**src/rtl/irq_msg_pkg.sv**
```systemverilog
package irq_msg_pkg;

  localparam int IDX_W = 5;   // enough to index up to 32 lines

  typedef enum logic [2:0] {
    SEL_MASK  = 3'd0,
    SEL_CLASS = 3'd1,
    SEL_DISP0 = 3'd2,
    SEL_DISP1 = 3'd3,
    SEL_LEVEL = 3'd4,
    SEL_PEND  = 3'd5,
    SEL_VIEW0 = 3'd6,
    SEL_VIEW1 = 3'd7
  } regSel_e;

  typedef struct packed {
    logic             wrMask;
    logic             wrClass;
    logic             wrDisp0;
    logic             wrDisp1;
    logic             clrPend;
    logic             loadMsg;
    logic [IDX_W-1:0] grantIdx;
  } ctlStrb_t;

endpackage

```
**src/rtl/irq_msg_ctrl.sv**
```systemverilog
module irq_msg_ctrl
  import irq_msg_pkg::*;
#(
  parameter int NUM_LINES = 11
) (
  input  logic                 clk,
  input  logic                 rstN,
  input  logic [2:0]           regSel,
  input  logic                 regRd,
  input  logic                 regWr,
  input  logic [NUM_LINES-1:0] captureVec,
  input  logic                 msgReady,
  output ctlStrb_t             strb,
  output logic                 msgValid
);

  logic [NUM_LINES-1:0] queue;
  logic [NUM_LINES-1:0] grantVec;
  logic [IDX_W-1:0]     grantIdx;
  logic                 loadOk;
  logic                 anyQueued;

  assign anyQueued = |queue;
  assign loadOk    = !msgValid || msgReady;

  // lowest set bit wins
  always_comb begin
    grantIdx = '0;
    for (int i = NUM_LINES - 1; i >= 0; i--) begin
      if (queue[i]) grantIdx = IDX_W'(i);
    end
  end

  always_comb begin
    grantVec = '0;
    if (strb.loadMsg) grantVec[grantIdx] = 1'b1;
  end

  always_comb begin
    strb          = '0;
    strb.wrMask   = regWr && (regSel == SEL_MASK);
    strb.wrClass  = regWr && (regSel == SEL_CLASS);
    strb.wrDisp0  = regWr && (regSel == SEL_DISP0);
    strb.wrDisp1  = regWr && (regSel == SEL_DISP1);
    strb.clrPend  = (regWr || regRd) && (regSel == SEL_PEND);
    strb.loadMsg  = loadOk && anyQueued;
    strb.grantIdx = grantIdx;
  end

  always_ff @(posedge clk or negedge rstN) begin
    if (!rstN) begin
      queue    <= '0;
      msgValid <= 1'b0;
    end else begin
      queue <= (queue & ~grantVec) | captureVec;
      if (loadOk) msgValid <= anyQueued;
    end
  end

  logic [NUM_LINES-1:0] belowGrant;
  assign belowGrant = (NUM_LINES'(1) << grantIdx) - NUM_LINES'(1);

  AST_GRANT_LOWEST: assert property (@(posedge clk) disable iff (!rstN)
    strb.loadMsg |-> (queue[grantIdx] && ((queue & belowGrant) == '0)));

  AST_GRANT_SINGLE: assert property (@(posedge clk) disable iff (!rstN)
    $onehot0(grantVec));

  AST_QUEUE_KEEPS: assert property (@(posedge clk) disable iff (!rstN)
    1'b1 |=> (($past(queue) & ~$past(grantVec) & ~queue) == '0));

  AST_CAPTURE_QUEUED: assert property (@(posedge clk) disable iff (!rstN)
    (captureVec != '0) |=> ((queue & $past(captureVec)) == $past(captureVec)));

endmodule

```
**src/rtl/irq_msg_datapath.sv**
```systemverilog
module irq_msg_datapath
  import irq_msg_pkg::*;
#(
  parameter int          NUM_LINES  = 11,
  parameter int          DATA_W     = 32,
  parameter int          ALIGN_BITS = 5,
  parameter logic [31:0] DISP_RESET = 32'hFFFB_0003
) (
  input  logic                 clk,
  input  logic                 rstN,
  input  logic [NUM_LINES-1:0] lineIn,
  input  logic [2:0]           regSel,
  input  logic [DATA_W-1:0]    regWdata,
  input  ctlStrb_t             strb,
  output logic [NUM_LINES-1:0] captureVec,
  output logic [DATA_W-1:0]    regRdata,
  output logic [DATA_W-1:0]    msgAddr,
  output logic [DATA_W-1:0]    msgData
);

  localparam int PAD_W = DATA_W - NUM_LINES;

  logic [NUM_LINES-1:0] levelReg, pendReg, maskReg, classReg;
  logic [DATA_W-1:0]    disp0Reg, disp1Reg;
  logic [NUM_LINES-1:0] riseVec;
  logic [DATA_W-1:0]    dispSel;

  assign riseVec    = lineIn & ~levelReg;
  assign captureVec = riseVec & maskReg;
  assign dispSel    = classReg[strb.grantIdx] ? disp1Reg : disp0Reg;

  always_ff @(posedge clk or negedge rstN) begin
    if (!rstN) begin
      levelReg <= '0;
      pendReg  <= '0;
      maskReg  <= '0;
      classReg <= '0;
      disp0Reg <= DISP_RESET;
      disp1Reg <= DISP_RESET;
      msgAddr  <= '0;
      msgData  <= '0;
    end else begin
      levelReg <= lineIn;
      pendReg  <= (strb.clrPend ? '0 : pendReg) | riseVec;
      if (strb.wrMask)  maskReg  <= regWdata[NUM_LINES-1:0];
      if (strb.wrClass) classReg <= regWdata[NUM_LINES-1:0];
      if (strb.wrDisp0) disp0Reg <= regWdata;
      if (strb.wrDisp1) disp1Reg <= regWdata;
      if (strb.loadMsg) begin
        msgAddr <= {dispSel[DATA_W-1:ALIGN_BITS], {ALIGN_BITS{1'b0}}};
        msgData <= {{(DATA_W-ALIGN_BITS){1'b0}}, dispSel[ALIGN_BITS-1:0]};
      end
    end
  end

  always_comb begin
    unique case (regSel_e'(regSel))
      SEL_MASK:  regRdata = {{PAD_W{1'b0}}, maskReg};
      SEL_CLASS: regRdata = {{PAD_W{1'b0}}, classReg};
      SEL_DISP0: regRdata = disp0Reg;
      SEL_DISP1: regRdata = disp1Reg;
      SEL_LEVEL: regRdata = {{PAD_W{1'b0}}, levelReg};
      SEL_PEND:  regRdata = {{PAD_W{1'b0}}, pendReg};
      SEL_VIEW0: regRdata = {{PAD_W{1'b0}}, levelReg & maskReg & ~classReg};
      SEL_VIEW1: regRdata = {{PAD_W{1'b0}}, levelReg & maskReg & classReg};
      default:   regRdata = '0;
    endcase
  end

  AST_LEVEL_FOLLOWS: assert property (@(posedge clk) disable iff (!rstN)
    1'b1 |=> (levelReg == $past(lineIn)));

  AST_PEND_CLEARED: assert property (@(posedge clk) disable iff (!rstN)
    strb.clrPend |=> ((pendReg & ~$past(lineIn)) == '0));

  AST_PEND_STICKY: assert property (@(posedge clk) disable iff (!rstN)
    !strb.clrPend |=> ((($past(pendReg)) & ~pendReg) == '0));

  AST_NO_SPURIOUS_SET: assert property (@(posedge clk) disable iff (!rstN)
    1'b1 |=> ((pendReg & ~$past(pendReg) & $past(levelReg)) == '0));

endmodule

```
**src/rtl/irq_msg_dispatch.sv**
```systemverilog
module irq_msg_dispatch
  import irq_msg_pkg::*;
#(
  parameter int          NUM_LINES  = 11,
  parameter int          DATA_W     = 32,
  parameter int          ALIGN_BITS = 5,
  parameter logic [31:0] DISP_RESET = 32'hFFFB_0003
) (
  input  logic                 clk,
  input  logic                 rstN,
  input  logic [NUM_LINES-1:0] lineIn,
  input  logic [2:0]           regSel,
  input  logic                 regRd,
  input  logic                 regWr,
  input  logic [DATA_W-1:0]    regWdata,
  output logic [DATA_W-1:0]    regRdata,
  output logic                 msgValid,
  input  logic                 msgReady,
  output logic [DATA_W-1:0]    msgAddr,
  output logic [DATA_W-1:0]    msgData
);

  ctlStrb_t             strb;
  logic [NUM_LINES-1:0] captureVec;

  irq_msg_ctrl #(
    .NUM_LINES (NUM_LINES)
  ) u_ctrl (
    .clk        (clk),
    .rstN       (rstN),
    .regSel     (regSel),
    .regRd      (regRd),
    .regWr      (regWr),
    .captureVec (captureVec),
    .msgReady   (msgReady),
    .strb       (strb),
    .msgValid   (msgValid)
  );

  irq_msg_datapath #(
    .NUM_LINES  (NUM_LINES),
    .DATA_W     (DATA_W),
    .ALIGN_BITS (ALIGN_BITS),
    .DISP_RESET (DISP_RESET)
  ) u_dp (
    .clk        (clk),
    .rstN       (rstN),
    .lineIn     (lineIn),
    .regSel     (regSel),
    .regWdata   (regWdata),
    .strb       (strb),
    .captureVec (captureVec),
    .regRdata   (regRdata),
    .msgAddr    (msgAddr),
    .msgData    (msgData)
  );

  AST_MSG_HOLD: assert property (@(posedge clk) disable iff (!rstN)
    (msgValid && !msgReady) |=> (msgValid && $stable(msgAddr) && $stable(msgData)));

  AST_ADDR_ALIGNED: assert property (@(posedge clk) disable iff (!rstN)
    msgValid |-> (msgAddr[ALIGN_BITS-1:0] == '0));

  AST_DATA_NARROW: assert property (@(posedge clk) disable iff (!rstN)
    msgValid |-> (msgData[DATA_W-1:ALIGN_BITS] == '0));

endmodule

```
**config.mk**
```make
export PLATFORM = sky130hd
export DESIGN_NAME = irq_msg_dispatch
export DESIGN_NICKNAME = d
export VERILOG_FILES = /design/src/rtl/irq_msg_pkg.sv /design/src/rtl/irq_msg_ctrl.sv /design/src/rtl/irq_msg_datapath.sv /design/src/rtl/irq_msg_dispatch.sv
export SDC_FILE = /design/constraint.sdc
export NUM_CORES = 1
export LEC_CHECK = 0
export BUFFER_PORTS_ARGS = -buffer_cell sky130_fd_sc_hd__buf_2
export CORE_ASPECT_RATIO = 0.8
export CORE_MARGIN = 4
export CORE_UTILIZATION = 50
export DETAILED_ROUTE_END_ITERATION = 7
export GPL_TIMING_DRIVEN = 0
export PLACE_DENSITY = 0.69
export SYNTH_ARGS = -nofsm -noshare
export SYNTH_HDL_FRONTEND = slang
export SYNTH_SLANG_ARGS = --single-unit
```
**constraint.sdc**
```tcl
create_clock -name clk -period 2.88 [get_ports clk]
set_clock_uncertainty 0.05 [all_clocks]
set_input_delay 0.576 -clock clk [delete_from_list [all_inputs] [get_ports clk]]
set_output_delay 0.576 -clock clk [all_outputs]
set_load 0.01 [all_outputs]
```
==> results_dict.tcl, run 1 <==
set metrics [dict create \
    cp-end-kind "register" \
    synth_cell_types 51 \
    vias_per_cell 5.90 \
    ys_seq_area_share_pct 51.2 \
    cts.sinks 152 \
    ys_ff_latch 152 \
    clkTransAtPathRegs_ns 0.06 \
    htree_levels 4 \
    period_needed_ns 2.78 \
    grt-ovfl-total 0 \
    tightest_slew_ns 1.00 \
    synth-edff-count 0 \
    placed_area_um2 8460 \
    final_cell_mix "buf_2, dfrtp_1, mux2_2, nor2_1, a31oi_1" \
    cts_made_buffers 17 \
    max_cap_violations 0 \
    syn2layout_area_growth_pct 21.8 \
    place.detailed.hpwl_um 15300 \
    post_cts_buffers 0 \
    insertion_delay_ns 0.43 \
    drive_gt1_share_pct 38.9 \
    p_leak_nw 4.09 \
    grt_pass1_vias 6322 \
    p_total_mw 8.59 \
    outcome "finished, final reports clean" \
    path_class "reg2reg" \
    gp_congestion 0.881 \
    ys_warn_count 0 \
    setup_viol 0 \
    io_pins 148 \
    num_vias 6224 \
    die_area_um2 17100 \
    track_usage_pct 24.7 \
    start_util_pct 51.8 \
    antenna_cells 0 \
    ys.flop_type "dfrtp_1" \
    whs_ns 0.0244 \
    ant_nets 0 \
    grt_antenna_before_repair 0 \
    worstSetupStartpointType "register" \
    root_buffer "clkbuf_16" \
    drv_slew 0 \
    num-nets-final 909 \
    fin_tns_setup_ns 0 \
    grt_pass1_wl_um 33900 \
    r2r_setup_slack_ns 0.10 \
    critical_path_arrival_ns 3.06 \
    finalWirelength_um 21000 \
    syn_avg_cell_area_um2 10.8 \
    synthCells 694 \
    grt_max_degree 108 \
    drtIter0Drc 488 \
    drt_pass1_iterations 5 \
    layout.area.seq_um2 3850 \
    fp-row-count 39 \
    async_flop_share_pct 100 \
    core-area_um2 14500 \
    hp-class "in2async" \
    wl_met1_um 9510 \
    die_h_um 118 \
    rr_worst_depth 8 \
    met3_wirelength_um 1620 \
    fin_area_um2 9150 \
    top_layer "met4" \
    fin_crit_sh_pct 96.4 \
    worst-path-max-fanout 10 \
    multi_input_area_um2 3360 \
    ir_drop_mv 0.622 \
    hold_viol 0 \
    final_util_pct 63.1 \
    crit_required_ns 3.17 \
    cellPowerDensity_nw_per_um2 940 \
    syn_area_um2 7510 \
    num-fill-cells 1178 \
    max_freq_ghz 0.360 \
    drc 0 \
    hold_buffers 0 \
    wl_per_cell_um 19.9 \
    tritoncts "built" \
    die_w_um 145 \
    dr_wl_met2_um 9510 \
    cts_buffer_depth 2 \
    numPortBuffers 114 \
    slew_headroom_pct 32.8 \
]
## path summary, 6_finish.rpt
check                                               start                       endpoint
worst max-delay path            u_ctrl.queue[8]$_DFF_PN0_   u_dp.msgAddr[23]$_DFFE_PN0P_
worst min-delay path                                 rstN     u_dp.levelReg[4]$_DFF_PN0_
worst max register to register  u_ctrl.queue[8]$_DFF_PN0_   u_dp.msgAddr[23]$_DFFE_PN0P_
worst min register to register  u_dp.pendReg[7]$_DFF_PN0_      u_dp.pendReg[7]$_DFF_PN0_
max in group asynchronous                            rstN  u_dp.disp0Reg[17]$_DFFE_PN1P_
min in group clk                                lineIn[7]     u_dp.levelReg[7]$_DFF_PN0_
## cell type report
class                           count  area share, %
Tap cell                          184           2.52
Multi-Input combinational cell    487           36.7
Clock buffer                       22           5.19
Buffer                             80           5.39
Sequential cell                   152           42.1
Clock inverter                     10           1.30
Timing Repair Buffer              115           6.61
Inverter                            5          0.205
## cell families after synthesis
| group | count (synthesis) | synth area share [%] |
|---|---|---|
| compound gates | 182 | 16.5 |
| buf+inv | 86 | 6.40 |
| flops | 152 | 51.2 |
| mux | 98 | 14.5 |
| other cells | 1 | 0.0499 |
| simple gates | 175 | 11.4 |
## power breakdown
group | switching (mW) | leakage, nW | total (mW) | internal [mW]
clock | 0.889 | 0.283 | 2.24 | 1.35
sequential | 0.495 | 1.72 | 3.28 | 2.79
combinational | 1.78 | 2.09 | 3.07 | 1.29
## metal layers
layer,vias up,GRT usage (%)
met2,268,37.0
met3,29,6.00
met1,3118,35.4
met5,-,0
met4,0,8.37
li1,2809,-
## timing repair
action / 4_1_cts / 5_1_grt
endpoints found under the setup margin: 62 / 61
resized for setup: 23 / 17
cloned: 0 / 0
pin swaps: 0 / 2
## synth_stat cells (4+ instances only)
cell type	number	area (um2)
dfrtp_1	118	2950
mux2_2	85	957
nor2_1	48	180
a31oi_1	46	288
nand2_1	37	139
nand3_1	37	185
dfstp_2	34	893
buf_4	32	240
clkbuf_1	31	116
a22o_1	30	263
o21ai_1	30	150
o21ai_0	23	115
a21oi_1	16	80.1
nor2b_1	16	100
nand2b_1	14	87.6
mux2i_1	13	130
a21o_1	12	90.1
buf_1	8	30.0
a222oi_1	6	60.1
inv_1	5	18.8
nor3_1	5	25.0
buf_6	4	45.0
## stage by stage
step,setup WS [ns],cells
final,0.104,1055
after global placement,-0.905,1023
after floorplan,0.111,725
after CTS,0.00311,1056
after global routing,-0.00980,1055
after detailed placement,-0.897,1024
## state kept, by name, indices dropped and copies added (netlist names)
name / count
u_dp.maskReg: 11
u_dp.pendReg: 11
u_dp.disp1Reg: 32
u_dp.classReg: 11
u_dp.msgData: 5
u_dp.levelReg: 11
u_dp.msgAddr: 27
u_dp.disp0Reg: 32
u_ctrl.queue: 11
u_ctrl.msgValid: 1
## critical path, cell delays in order (launching register included)
cell	delay (ns)
dfrtp_1	0.41
nand2b_1	0.21
a2111o_1	0.55
a211o_1	0.33
o2111a_1	0.15
a31oi_2	0.32
buf_2	0.32
nand3_1	0.11
a31oi_1	0.23
Power figures use the tool's default switching activity.
==> run 2: changes to the inputs <==
--- a/config.mk
+++ b/config.mk
@@ -12,6 +12,7 @@
 export DETAILED_ROUTE_END_ITERATION = 7
 export GPL_TIMING_DRIVEN = 0
 export PLACE_DENSITY = 0.69
+export SETUP_SLACK_MARGIN = 0.3
 export SYNTH_ARGS = -nofsm -noshare
 export SYNTH_HDL_FRONTEND = slang
 export SYNTH_SLANG_ARGS = --single-unit
==> results_dict.tcl, run 2 (synthesis gave the netlist of run 1 again) <==
set metrics [dict create \
    outcome "finished, final reports clean" \
    p_int_mw 6.00 \
    rr_worst_depth 11 \
    cellPowerDensity_nw_per_um2 984 \
    drv_slew 0 \
    wl_met1_um 9550 \
    insertion_delay_ns 0.43 \
    hold_buffers 0 \
    die_area_um2 17100 \
    swShare_pct 36.9 \
    die_h_um 118 \
    numPortBuffers 114 \
    cts.sinks 152 \
    grt_max_degree 108 \
    track_usage_pct 25.7 \
    layout_setup_ws_ns 0.225 \
    start_util_pct 51.8 \
    reg.largest.list "u_dp.disp0Reg x32, u_dp.disp1Reg x32, u_dp.msgAddr x27" \
    num-fill-cells 1106 \
    fin_crit_sh_pct 92.2 \
    multi_input_area_um2 3530 \
    cts_buffer_depth 2 \
    grt-ovfl-total 0 \
    hold_viol 0 \
    p_comb_share_pct 41.3 \
    vias_per_cell 5.95 \
    switchingPower_mw 3.50 \
    path_class "reg2reg" \
    r2r_setup_slack_ns 0.23 \
    die_w_um 145 \
    final_cell_mix "buf_2, dfrtp_1, mux2_2, nor2_1, buf_4" \
    drc 0 \
    syn2layout_area_growth_pct 28.5 \
    antenna_cells 0 \
    cts_made_buffers 17 \
    worst-path-max-fanout 10 \
    num_vias 6385 \
    ant_nets 0 \
    top_layer "met4" \
    p_leak_nw 4.30 \
    tightest_slew_ns 1.08 \
    period_needed_ns 2.65 \
    setup_viol 0 \
    r2r-end "u_dp.msgAddr[28]$_DFFE_PN0P_" \
    worstSetupStartpointType "register" \
    layout.area.seq_um2 3850 \
    drt_pass1_iterations 7 \
    final_util_pct 66.6 \
    rsz0062_at_grt "true" \
    drive_gt1_share_pct 43.2 \
    ir_drop_mv 0.663 \
    clkTransAtPathRegs_ns 0.06 \
    critical_path_arrival_ns 2.93 \
    num-nets-final 927 \
    htree_levels 4 \
    critPathLaunch "u_ctrl.queue[2]$_DFF_PN0_" \
    max_freq_ghz 0.377 \
    cp-end-kind "register" \
    drtIter0Drc 524 \
    grt_pass1_wl_um 34900 \
    gp_congestion 0.890 \
    hp-class "in2async" \
    dr_wl_met2_um 10500 \
    crit_required_ns 3.16 \
    grt_pass1_vias 6430 \
    max_cap_violations 0 \
    pre_cts_ws_ns -0.540 \
    core-area_um2 14500 \
    tritoncts "built" \
    root_buffer "clkbuf_16" \
    grt_antenna_before_repair 0 \
    seqPwrFrac_pct 34.8 \
    wl_per_cell_um 21.0 \
    io_pins 148 \
    clockPowerShare_pct 23.9 \
    crit_end "u_dp.msgAddr[28]$_DFFE_PN0P_" \
    slew_headroom_pct 27.4 \
    place.detailed.hpwl_um 15500 \
    finalWirelength_um 22500 \
    met3_wirelength_um 1920 \
    fp-row-count 39 \
    reg2reg_from "u_ctrl.queue[2]$_DFF_PN0_" \
]
## run 2: layout make-up
type                    count  share of cell area, %
plain buffers              81                   6.83
clock buffers              21                   4.67
clock inverters            11                   1.54
inverters                   5                  0.194
multi-input cells         487                   36.6
flip-flops and latches    152                   39.9
well taps                 184                   2.38
repair buffers            132                   7.93
## run 2: repair_timing
action / CTS / global route
pin swaps: 7 / 20
setup buffers: 5 / 7
cloned: 3 / 2
endpoints found under the setup margin: 104 / 62
resized for setup: 74 / 68
## run 2: worst min-delay path by stage
stage,to,slack (ns),depth (start not counted)
finish,u_ctrl.queue[2]$_DFF_PN0_,0.02,1
global route,u_ctrl.queue[2]$_DFF_PN0_,0.06,1
CTS,u_dp.levelReg[4]$_DFF_PN0_,0.02,1
detailed placement,u_dp.pendReg[6]$_DFF_PN0_,0.42,1
global placement,u_dp.pendReg[0]$_DFF_PN0_,0.41,1
floorplan,u_ctrl.msgValid$_DFFE_PN0P_,0.23,0
## run 2: per-stage QoR
step	instances	power, mW	TNS, ns	cell area, um2	hold slack [ns]
2_1_floorplan	725	5.20	0	7630	0.230
3_3_place_gp	1023	6.15	-129.12	8430	0.413
3_5_place_dp	1024	6.28	-26.57	8470	0.417
4_1_cts	1064	8.99	0	9390	0.0221
5_1_grt	1073	9.94	0	9650	0.0552
6_report	1073	9.50	0	9650	0.0247
## run 2: routing by layer
metal | track usage (%) | vias to the layer above
li1 | - | 2843
met3 | 5.89 | 40
met1 | 35.7 | 3170
met4 | 9.08 | 0
met5 | 0 | -
met2 | 40.0 | 332
## run 2: power by group through the flow
stage | logic [mW] | registers, mW | clock network, mW
6_report | 3.92 | 3.31 | 2.27
3_5_place_dp | 2.98 | 3.30 | 0
3_3_place_gp | 2.89 | 3.26 | 0
5_1_grt | 4.18 | 3.37 | 2.40
2_1_floorplan | 1.93 | 3.26 | 0
4_1_cts | 3.41 | 3.28 | 2.30
## run 2: critical path: stages, from the launching register on
cell	delay [ns]
dfrtp_1	0.37
buf_6	0.14
or4_4	0.53
buf_6	0.15
nor3_1	0.24
nand3_1	0.17
o221a_4	0.17
o21ai_4	0.15
buf_12	0.16
buf_8	0.13
o21ai_2	0.05
a31oi_1	0.23
